--- src/rtl/keyret_pkg.sv ---
package keyret_pkg;
  typedef enum logic [1:0] {
    OP_NORMAL = 2'b00,
    OP_HALT   = 2'b01,
    OP_STOP   = 2'b10,
    OP_RSVD   = 2'b11
  } op_mode_e;

  typedef enum logic [1:0] {
    SRC_NONE  = 2'b00,
    SRC_KEYS  = 2'b01,
    SRC_BAD_A = 2'b10,
    SRC_BAD_B = 2'b11
  } src_mode_e;

  localparam int unsigned SRC_W = 2;
endpackage

--- src/rtl/keyret_sync.sv ---
module keyret_sync #(
  parameter int unsigned        WIDTH   = 1,
  parameter int unsigned        STAGES  = 2,
  parameter logic [WIDTH-1:0]   RST_VAL = '0
) (
  input  logic             clk_i,
  input  logic             rst_ni,
  input  logic [WIDTH-1:0] d_i,
  output logic [WIDTH-1:0] q_o
);
  for (genvar s = 0; s < STAGES; s++) begin : g_stage
    logic [WIDTH-1:0] q;
    if (s == 0) begin : g_first
      always_ff @(posedge clk_i or negedge rst_ni) begin
        if (!rst_ni) q <= RST_VAL;
        else         q <= d_i;
      end
    end else begin : g_next
      always_ff @(posedge clk_i or negedge rst_ni) begin
        if (!rst_ni) q <= RST_VAL;
        else         q <= g_stage[s-1].q;
      end
    end
  end

  assign q_o = g_stage[STAGES-1].q;
endmodule

--- src/rtl/keyret_mode_reg.sv ---
module keyret_mode_reg
  import keyret_pkg::*;
(
  input  logic             clk_i,
  input  logic             rst_ni,
  input  logic             we_i,
  input  logic [SRC_W-1:0] wdata_i,
  output logic [SRC_W-1:0] mode_q_o,
  output logic             keys_sel_o
);
  src_mode_e mode_q;

  always_ff @(posedge clk_i or negedge rst_ni) begin
    if (!rst_ni)   mode_q <= SRC_NONE;
    else if (we_i) mode_q <= src_mode_e'(wdata_i);
  end

  assign mode_q_o   = mode_q;
  assign keys_sel_o = (mode_q == SRC_KEYS);
endmodule

--- src/rtl/keyret_edge.sv ---
module keyret_edge #(
  parameter int unsigned N_KEYS = 4
) (
  input  logic              clk_i,
  input  logic              rst_ni,
  input  logic [N_KEYS-1:0] key_sync_i,
  input  logic              keys_sel_i,
  output logic              grp_fall_o,
  output logic              src_fall_o
);
  logic grp_high, src_lvl;
  logic grp_prev_q, src_prev_q;

  // group is high only while no key is pressed
  assign grp_high = &key_sync_i;
  // unselected source idles high so it never falls
  assign src_lvl  = keys_sel_i ? grp_high : 1'b1;

  always_ff @(posedge clk_i or negedge rst_ni) begin
    if (!rst_ni) begin
      grp_prev_q <= 1'b1;
      src_prev_q <= 1'b1;
    end else begin
      grp_prev_q <= grp_high;
      src_prev_q <= src_lvl;
    end
  end

  assign grp_fall_o = grp_prev_q & ~grp_high;
  assign src_fall_o = src_prev_q & ~src_lvl;
endmodule

--- src/rtl/keyret_req_ctrl.sv ---
module keyret_req_ctrl
  import keyret_pkg::*;
(
  input  logic       clk_i,
  input  logic       rst_ni,
  input  logic       grp_fall_i,
  input  logic       src_fall_i,
  input  logic [1:0] op_mode_i,
  input  logic       rst_en_i,
  input  logic       int_en_i,
  input  logic       flag_clr_i,
  output logic       irq_flag_o,
  output logic       wake_o,
  output logic       sys_rst_req_o
);
  op_mode_e op_mode;
  logic in_stop, rst_path, flag_set, stop_wake;
  logic flag_q, wake_q, rst_q;

  assign op_mode   = op_mode_e'(op_mode_i);
  assign in_stop   = (op_mode == OP_STOP);
  assign rst_path  = in_stop & rst_en_i & grp_fall_i;
  assign flag_set  = src_fall_i & ~(in_stop & rst_en_i);
  assign stop_wake = in_stop & ~rst_en_i & src_fall_i & int_en_i;

  always_ff @(posedge clk_i or negedge rst_ni) begin
    if (!rst_ni) begin
      flag_q <= 1'b0;
      wake_q <= 1'b0;
      rst_q  <= 1'b0;
    end else begin
      // set has priority over clear
      if (flag_set)        flag_q <= 1'b1;
      else if (flag_clr_i) flag_q <= 1'b0;
      wake_q <= rst_path | stop_wake;
      rst_q  <= rst_path;
    end
  end

  assign irq_flag_o    = flag_q;
  assign wake_o        = wake_q;
  assign sys_rst_req_o = rst_q;
endmodule

--- src/rtl/keyret_wake_ctrl.sv ---
module keyret_wake_ctrl
  import keyret_pkg::*;
#(
  parameter int unsigned N_KEYS      = 4,
  parameter int unsigned SYNC_STAGES = 2
) (
  input  logic              clk_i,
  input  logic              rst_ni,
  input  logic [N_KEYS-1:0] key_ni,
  input  logic              rst_en_i,
  input  logic [1:0]        op_mode_i,
  input  logic              int_en_i,
  input  logic              mode_we_i,
  input  logic [1:0]        mode_wdata_i,
  input  logic              flag_clr_i,
  output logic              irq_flag_o,
  output logic              wake_o,
  output logic              sys_rst_req_o
);
  localparam logic [N_KEYS-1:0] KEY_IDLE = {N_KEYS{1'b1}};

  logic [N_KEYS-1:0] key_sync;
  logic              rst_en_sync;
  logic [SRC_W-1:0]  mode_q;
  logic              keys_sel, grp_fall, src_fall;

  keyret_sync #(.WIDTH(N_KEYS), .STAGES(SYNC_STAGES), .RST_VAL(KEY_IDLE)) u_key_sync (
    .clk_i (clk_i), .rst_ni (rst_ni), .d_i (key_ni), .q_o (key_sync)
  );

  keyret_sync #(.WIDTH(1), .STAGES(SYNC_STAGES), .RST_VAL(1'b0)) u_ren_sync (
    .clk_i (clk_i), .rst_ni (rst_ni), .d_i (rst_en_i), .q_o (rst_en_sync)
  );

  keyret_mode_reg u_mode (
    .clk_i (clk_i), .rst_ni (rst_ni), .we_i (mode_we_i), .wdata_i (mode_wdata_i),
    .mode_q_o (mode_q), .keys_sel_o (keys_sel)
  );

  keyret_edge #(.N_KEYS(N_KEYS)) u_edge (
    .clk_i (clk_i), .rst_ni (rst_ni), .key_sync_i (key_sync), .keys_sel_i (keys_sel),
    .grp_fall_o (grp_fall), .src_fall_o (src_fall)
  );

  keyret_req_ctrl u_req (
    .clk_i (clk_i), .rst_ni (rst_ni), .grp_fall_i (grp_fall), .src_fall_i (src_fall),
    .op_mode_i (op_mode_i), .rst_en_i (rst_en_sync), .int_en_i (int_en_i),
    .flag_clr_i (flag_clr_i), .irq_flag_o (irq_flag_o), .wake_o (wake_o),
    .sys_rst_req_o (sys_rst_req_o)
  );
endmodule

--- config.mk ---
export PLATFORM = sky130hd
export DESIGN_NAME = keyret_wake_ctrl
export DESIGN_NICKNAME = d
export VERILOG_FILES = /design/src/rtl/keyret_pkg.sv /design/src/rtl/keyret_sync.sv /design/src/rtl/keyret_mode_reg.sv /design/src/rtl/keyret_edge.sv /design/src/rtl/keyret_req_ctrl.sv /design/src/rtl/keyret_wake_ctrl.sv
export SDC_FILE = /design/constraint.sdc
export NUM_CORES = 1
export LEC_CHECK = 0
export BUFFER_PORTS_ARGS = -buffer_cell sky130_fd_sc_hd__buf_2
export CORE_AREA = 2 2 39 41
export CTS_CLUSTER_DIAMETER = 40
export CTS_CLUSTER_SIZE = 16
export DETAILED_ROUTE_END_ITERATION = 10
export DIE_AREA = 0 0 41 43
export PLACE_DENSITY = 0.73
export SKIP_CTS_REPAIR_TIMING = 1
export SLEW_MARGIN = 5
export SYNTH_ARGS = -nofsm -noshare
export SYNTH_HDL_FRONTEND = slang
export SYNTH_SLANG_ARGS = --single-unit
--- constraint.sdc ---
create_clock -name clk_i -period 1.3 [get_ports clk_i]
set_input_delay 0.26 -clock clk_i [delete_from_list [all_inputs] [get_ports clk_i]]
set_output_delay 0.26 -clock clk_i [all_outputs]
set_load 0.03 [all_outputs]
# Word level (Yosys, flattened, before mapping)
# Index checks and enable logic that the tools add are counted.
# op_classes
n_eq_ne,2
n_mux,3
n_bitwise,13
n_reduce_logical,2
# ops
cell,n
1-bit bitwise AND,8
1-bit inverter,4
4-bit AND reduction,1
1-bit 2-to-1 mux,3
2-bit by 1-bit equality test with 1-bit output (second input constant),1
2-bit equality test (second input constant),1
2-bit nonzero test,1
1-bit OR,1
# word_totals
ff_bits,17
inputBits,14

# Longest topological paths before layout
# Gate-level depths: netlist (run 1).
# depth
ltp_word,7
depth_mapped,3
ltp_nobuf,3

# Hierarchy
# Synthesis (run 1) repeated with hierarchy kept, for this count alone.
# hier_totals
hier_cells,33
hier_area_um2,545.5
# by_module_without_submodules
module,n_inst,cells_per_inst,area_per_inst_um2,seq_area_each_um2
keyret_sync (u_key_sync),1,8,210.2,210.2
keyret_req_ctrl,1,11,121.4,75.1
keyret_edge,1,7,85.1,52.6
keyret_mode_reg,1,5,78.8,50.0
keyret_sync (u_ren_sync),1,2,50.0,50.0

# Least setup slack after synthesis (run 1)
# No wires, ideal clock.
# synth_path
path_kind,register to register
startpoint,"register u_key_sync.g_stage[1].q[2], in the netlist u_key_sync.q_o[2]"
endpoint,"register u_req.wake_q, in the netlist u_req.wake_o"
setup_time_ns,0.124
arrival_ns,0.965
path_slack_ns,0.211
path_stages_with_launch,4
path_cell_list,dfstp_2 -> nand4_1 -> and3_4 -> o21bai_1
# synth_via
word_cells_on_any_way,10
cone_classes,1 x mux; 8 x bitwise; 1 x reduce/logical
# synth_rtl
item,line_no,rtl
from (decl),keyret_sync.sv:12,logic [WIDTH-1:0] q;
from (signal assigned),keyret_sync.sv:21,else q <= g_stage[s-1].q;
4-bit AND reduction,keyret_edge.sv:15,assign grp_high = &key_sync_i;
1-bit inverter,keyret_edge.sv:29,assign grp_fall_o = grp_prev_q & ~grp_high;
1-bit bitwise AND,keyret_edge.sv:29,
1-bit bitwise AND,keyret_req_ctrl.sv:22,assign rst_path = in_stop & rst_en_i & grp_fall_i;
named net u_req.rst_path,keyret_req_ctrl.sv:17,"logic in_stop, rst_path, flag_set, stop_wake;"
1-bit OR,keyret_req_ctrl.sv:35,wake_q <= rst_path | stop_wake;
to (signal assigned),keyret_req_ctrl.sv:35,
to (decl),keyret_req_ctrl.sv:18,"logic flag_q, wake_q, rst_q;"
# The timed path passes the listed nets, and every way through them passes these cells.
# A chain may end at the register's enable or synchronous reset.

# Final worst setup path (run 1)
# layout_path
startpoint,"register u_key_sync.g_stage[1].q[3], in the netlist u_key_sync.q_o[3]"
endpoint,"register u_req.wake_q, in the netlist u_req.wake_o"
# The elaborated chain is that of the path after synthesis.

==> results of run 1 <==
==> cell families after synthesis <==
kind of cell / count (synthesis) / share of synthesized area (%)
flip-flops: 17 / 81.8
AND/OR/NAND/NOR: 6 / 10.0
AO/OA/AOI/OAI: 2 / 2.57
multiplexers: 2 / 4.21
buffers and inverters: 2 / 1.40
==> per-stage QoR <==
stage               hold slack (ns)  setup slack, ns  utilization (%)
finish                       0.0728            0.128             48.6
global route                 0.0456           0.0791             48.6
CTS                          -0.126            0.123             47.9
detailed placement            0.188            0.135             45.9
global placement              0.185            0.185             45.9
floorplan                   -0.0356            0.211                -
==> power by group through the flow <==
stage / clock network [mW] / registers [mW] / logic (mW)
5_1_grt: 0.307 / 0.590 / 0.0798
3_5_place_dp: 0 / 0.595 / 0.0713
3_3_place_gp: 0 / 0.593 / 0.0697
2_1_floorplan: 0 / 0.603 / 0.0210
6_report: 0.261 / 0.585 / 0.0719
4_1_cts: 0.280 / 0.586 / 0.0714
==> synth_stat cells <==
cell       instances  area share, %
nand4b_1           1            1.6
o22ai_1            1            1.2
dfstp_2           10             49
nand4_1            1            1.2
nand4bb_1          1            2.1
and3b_1            1            1.6
dfrtp_1            7             33
and3_4             1            2.1
o21bai_1           1            1.4
inv_1              2            1.4
mux2_2             2            4.2
nand3b_1           1            1.4
==> worst max-delay path by stage <==
stage | endpoint | from | cells after the start | slack [ns]
after floorplan | u_req.wake_o$_DFF_PN0_ | u_key_sync.q_o[2]$_DFF_PN1_ | 3 | 0.21
after global placement | u_req.wake_o$_DFF_PN0_ | u_key_sync.q_o[3]$_DFF_PN1_ | 3 | 0.18
after detailed placement | u_req.wake_o$_DFF_PN0_ | u_key_sync.q_o[3]$_DFF_PN1_ | 3 | 0.13
after CTS | u_req.wake_o$_DFF_PN0_ | u_key_sync.q_o[3]$_DFF_PN1_ | 3 | 0.12
after global routing | u_req.wake_o$_DFF_PN0_ | u_key_sync.q_o[3]$_DFF_PN1_ | 3 | 0.08
final | u_req.wake_o$_DFF_PN0_ | u_key_sync.q_o[3]$_DFF_PN1_ | 3 | 0.13
==> worst reg2reg max path, cell delays in order (launching register included) <==
cell      delay (ns)
dfstp_2         0.53
nand4_1         0.18
and3_4          0.23
o21bai_1        0.14
==> state kept, by name, summed over array words and instances, names as in the netlist <==
name                  cells
u_edge.grp_prev_q         1
u_edge.src_prev_q         1
u_key_sync.g_stage.q      4
u_key_sync.q_o            4
u_mode.mode_q_o           2
u_ren_sync.g_stage.q      1
u_ren_sync.q_o            1
u_req.irq_flag_o          1
u_req.sys_rst_req_o       1
u_req.wake_o              1
==> layout make-up <==
type	count	area, um^2	share of cell area, %
Clock buffer	3	22.5	3.35
Clock inverter	1	5.00	0.743
Inverter	2	7.51	1.12
Multi-Input combinational cell	10	90.1	13.4
Sequential cell	17	438	65.1
Tap cell	16	20.0	2.97
Timing Repair Buffer	17	90.1	13.4
==> layer usage <==
metal	routed length [um]	up-vias	part of all wire, %	global-route usage, %
li1	-	142	-	-
met1	326	139	45	10.5
met2	343	12	48	15.9
met3	51	0	7.1	3.14
met4	0	0	0	6.00
met5	0	-	0	0
==> metrics, run 1 <==
outcome=completed; P_int=721 uW; core area=0.00138 mm^2; CP Capture Type=flop; Max-slew headroom=76.5%; Final ANT Viol Nets=0; MaxCap Viol Count=0; crit path DAT=approximately 1.3 ns; Max H-tree Level=1; DIE HEIGHT=43 um; dpl cells=61; Layout area overhead=25.7%; Final period util=90.2%; clk root buf=clkbuf_4; unrepaired setup endpoints after global routing=false; Yosys warnings=0; critical-path maximum fanout=4; Largest delay share family, worst path=flip-flops; Min Clock Period, post-route=1.17 ns; I/O Pins=17; antenna violations before repair=0; Max Clk Rate=853 MHz; number of global-route vias before repair=284; Final Hold Fails=0; Initial Util=38.7%; Synth Area per Inst=18.5 um^2; die area=between 0.0015 and 0.002 mm^2; reg-to-reg endpoint=u_req.wake_o$_DFF_PN0_; Fill cells=132; final instance area=around 670 um^2; Worst-path clk slew=0.09 ns; switching part of the total=21.5%; gpl congestion=0.636; post-synthesis instance total=29; commonest non-fill, non-tap cell in the layout=buf_2; CP Class=reg -> reg; count of cell types in the netlist=12; most frequent cells in the layout=buf_2 (16), dfstp_2 (10), dfrtp_1 (7); clock buffer depth=2; Crit-path slowest cell=dfstp_2; P_leak=0.323 nW; row count=14; Seq cells post-synth=17; clock sinks=17; TritonCTS clock tree=yes; CP peak stage delay=roughly 0.53 ns; first-pass GRT wire length=1.12 mm; total chip power=~900 uW; largest net degree at the start of global routing=18; hold path cells=1; Num CTS Buffers=3; Post-Syn Nets=43; GRT overflow=0; Vias/cell=4.44; sequential fraction of design power=63.7%; switching power=197 uW; drt wl/cell=10.9 um; Post-Route WL=721 um; Clk pwr share=about 28%; hold_sp=key_ni[0]; Power Density=1360 mW/mm^2; Clock Latency Late Sink=about 0.28 ns; register area share after synthesis=81.8%; Worst Hold Class=in -> reg; required time of the critical path=1.47 ns; Critical Path, Cell by Cell=nand4_1 > and3_4 > o21bai_1; Vias=293; reg2reg setup slack=0.13 ns; Final nets=65; worst r2r path cells=3; Critical R2R Launch=u_key_sync.q_o[3]$_DFF_PN1_; 1st-pass router iterations=4; skew final=0.00299 ns; hold endpoint=u_key_sync.g_stage[0].q[0]$_DFF_PN1_; DRC=0; Die Width=around 41 um; Final Max Tran Viols=0; Worst VDD drop=0.000676 V; dpl cell area=around 640 um^2; I/O Buffers=16; number of buffers and inverters on the critical path=0; Tightest Pin Transition=0.352 ns; ant diodes=0; non-filler cells, final=66; Synth Cell Area=536 um^2; Iteration-0 DRC Markers=7; layout cells sized above 1=66.0%; Setup crit start kind=flop; final setup TNS=0 ns; Overall Global Routing Usage=under 10%; setup violators final=0; Gate power share=7.8%
Power figures use the tool's default switching activity.
==> run 2: changes to the inputs <==
- CORE_AREA: 2 2 39 41 -> not set
- CORE_MARGIN: not set -> 2
- CORE_UTILIZATION: not set -> 41
- DIE_AREA: 0 0 41 43 -> not set
- PLACE_DENSITY: 0.73 -> 0.77
- clock period: 1.3 -> 0.95 ns (I/O delays scaled with it)
==> run 2 against run 1 <==
  * The run now ends with negative setup slack left
  * Highest routed layer unchanged
  * Largest cell class unchanged
  * Non-clock buffer count increased by 6
  * Sequential power grew 38%
  * Flip-flop and latch count is the same
  * Combinational power up 77%
==> metrics, run 2 (synthesis results as in run 1) <==
sequential fraction of design power=61.8% (was 63.7%); Worst Hold Class=in -> reg (unchanged); crit path DAT=1.27 ns (was 1.34 ns); die area=0.00161 mm^2 (was 0.00176 mm^2); skew final=0.00549 ns (was 0.00299 ns); Max Clk Rate=909 MHz (was 853 MHz); reg2reg setup slack=-0.15 ns (was 0.13 ns); Final nets=71 (was 65); first-pass GRT wire length=1.25 mm (was 1.12 mm); worst r2r path cells=3 (unchanged); critical-path maximum fanout=3 (was 4); Layout area overhead=39.7% (was 25.7%); Final Max Tran Viols=0 (unchanged); Crit-path slowest cell=dfstp_2 (unchanged); commonest non-fill, non-tap cell in the layout=buf_2 (unchanged); ant diodes=0 (unchanged); hold endpoint=u_req.irq_flag_o$_DFFE_PN0P_ (was u_key_sync.g_stage[0].q[0]$_DFF_PN1_); Worst-path clk slew=0.10 ns (was 0.09 ns); Critical R2R Launch=u_key_sync.q_o[2]$_DFF_PN1_ (was u_key_sync.q_o[3]$_DFF_PN1_); CP peak stage delay=0.53 ns (about the same); Final Hold Fails=0 (unchanged); setup violators final=6 (was 0); Max H-tree Level=1 (unchanged); switching part of the total=22.4% (was 21.5%); MaxCap Viol Count=0 (unchanged); Largest delay share family, worst path=flip-flops (unchanged); most frequent cells in the layout=buf_2 (13), dfstp_2 (10), dfrtp_1 (7) (was buf_2 (16), dfstp_2 (10), dfrtp_1 (7)); Clk pwr share=28.5% (about the same); Post-Route WL=896 um (was 721 um); hold path cells=2 (was 1); Gate power share=9.7% (was 7.8%); Power Density=1740 mW/mm^2 (was 1360 mW/mm^2); required time of the critical path=1.12 ns (was 1.47 ns); Final ANT Viol Nets=0 (unchanged); unrepaired setup endpoints after global routing=true (was false); gpl congestion=0.660 (was 0.636); clk root buf=clkbuf_4 (unchanged); number of global-route vias before repair=320 (was 284); clock buffer depth=2 (unchanged); CP Class=reg -> reg (unchanged); switching power=292 uW (was 197 uW); Setup crit start kind=flop (unchanged); GRT overflow=0 (unchanged); 1st-pass router iterations=2 (was 4); antenna violations before repair=0 (unchanged); Min Clock Period, post-route=1.10 ns (was 1.17 ns); Die Width=40.1 um (was 41 um); CP Capture Type=flop (unchanged); non-filler cells, final=71 (was 66); dpl cells=61 (unchanged); reg-to-reg endpoint=u_req.wake_o$_DFF_PN0_ (unchanged); Max-slew headroom=75.9% (was 76.5%); I/O Buffers=16 (unchanged); Tightest Pin Transition=0.362 ns (was 0.352 ns); violated checks=negative setup slack; Worst VDD drop=0.00101 V (was 0.000676 V); TritonCTS clock tree=yes (unchanged); P_leak=0.348 nW (was 0.323 nW); clock sinks=17 (unchanged); worst hold margin=0.0948 ns (was 0.0728 ns); P_int=1.01 mW (was 721 uW); Vias=318 (was 293); hold_sp=flag_clr_i (was key_ni[0]); DIE HEIGHT=40.1 um (was 43 um); core area=0.00125 mm^2 (was 0.00138 mm^2); Final period util=116% (was 90.2%); Vias/cell=4.48 (was 4.44); end-of-flow core utilization=59.7% (was 48.6%); Num CTS Buffers=3 (unchanged); outcome=finished, violations left (was completed); Clock Latency Late Sink=0.28 ns (about the same); Overall Global Routing Usage=12.9% (was 9.89%); Iteration-0 DRC Markers=1 (was 7); Critical Path, Cell by Cell=nand4_1 > and3_4 > o21bai_1 (unchanged); drt wl/cell=12.6 um (was 10.9 um); largest net degree at the start of global routing=18 (unchanged); DRC=0 (unchanged); layout cells sized above 1=62.5% (was 66.0%); PnR worst setup slack=-0.150 ns (was 0.128 ns); row count=13 (was 14); worst slack at placement=-0.154 ns (was 0.135 ns); Initial Util=42.8% (was 38.7%); number of buffers and inverters on the critical path=0 (unchanged); I/O Pins=17 (unchanged)
## run 2: worst register-to-register path: cells and delay by family, from the launching register on
family	cells	cell delay [ns]
AO/OA/AOI/OAI	1	0.14
flip-flops	1	0.53
AND/OR/NAND/NOR	2	0.32
## run 2: worst max path at each step
stage                                            from                     end  slack, ns  depth (start not counted)
after floorplan           u_key_sync.q_o[1]$_DFF_PN1_  u_req.wake_o$_DFF_PN0_      -0.12                          3
after global placement    u_key_sync.q_o[1]$_DFF_PN1_  u_req.wake_o$_DFF_PN0_      -0.11                          3
after detailed placement  u_key_sync.q_o[1]$_DFF_PN1_  u_req.wake_o$_DFF_PN0_      -0.15                          3
after CTS                 u_key_sync.q_o[1]$_DFF_PN1_  u_req.wake_o$_DFF_PN0_      -0.18                          3
after global routing      u_key_sync.q_o[2]$_DFF_PN1_  u_req.wake_o$_DFF_PN0_      -0.19                          3
final                     u_key_sync.q_o[2]$_DFF_PN1_  u_req.wake_o$_DFF_PN0_      -0.15                          3
## run 2: final cells by class
class,instances,area (um^2)
clock inverter,1,5.00
inverter,2,7.51
fill,102,504
tap,15,18.8
clock buffer,3,22.5
sequential,17,438
multi-input combinational,10,90.1
timing repair buffer,23,166
## run 2: through the flow
stage          TNS, ns  power [mW]  area (um^2)
2_1_floorplan   -0.138       0.854          536
3_3_place_gp    -0.135       0.907          642
3_5_place_dp    -0.244       0.916          642
4_1_cts         -0.602        1.29          669
5_1_grt         -0.678        1.36          748
6_report        -0.390        1.30          748
## run 2: routing by layer
metal / wire, um / global-route usage [%]
met1: 368 / 12.8
met2: 478 / 21.4
met3: 49 / 5.00
met4: 0 / 10.3
met5: 0 / 0
## run 2: power groups by stage
stage / combinational [mW] / sequential (mW) / clock, mW
floorplan: 0.0288 / 0.825 / 0
global placement: 0.0950 / 0.812 / 0
detailed placement: 0.0993 / 0.817 / 0
CTS: 0.0995 / 0.804 / 0.383
global route: 0.138 / 0.811 / 0.416
finish: 0.127 / 0.805 / 0.371
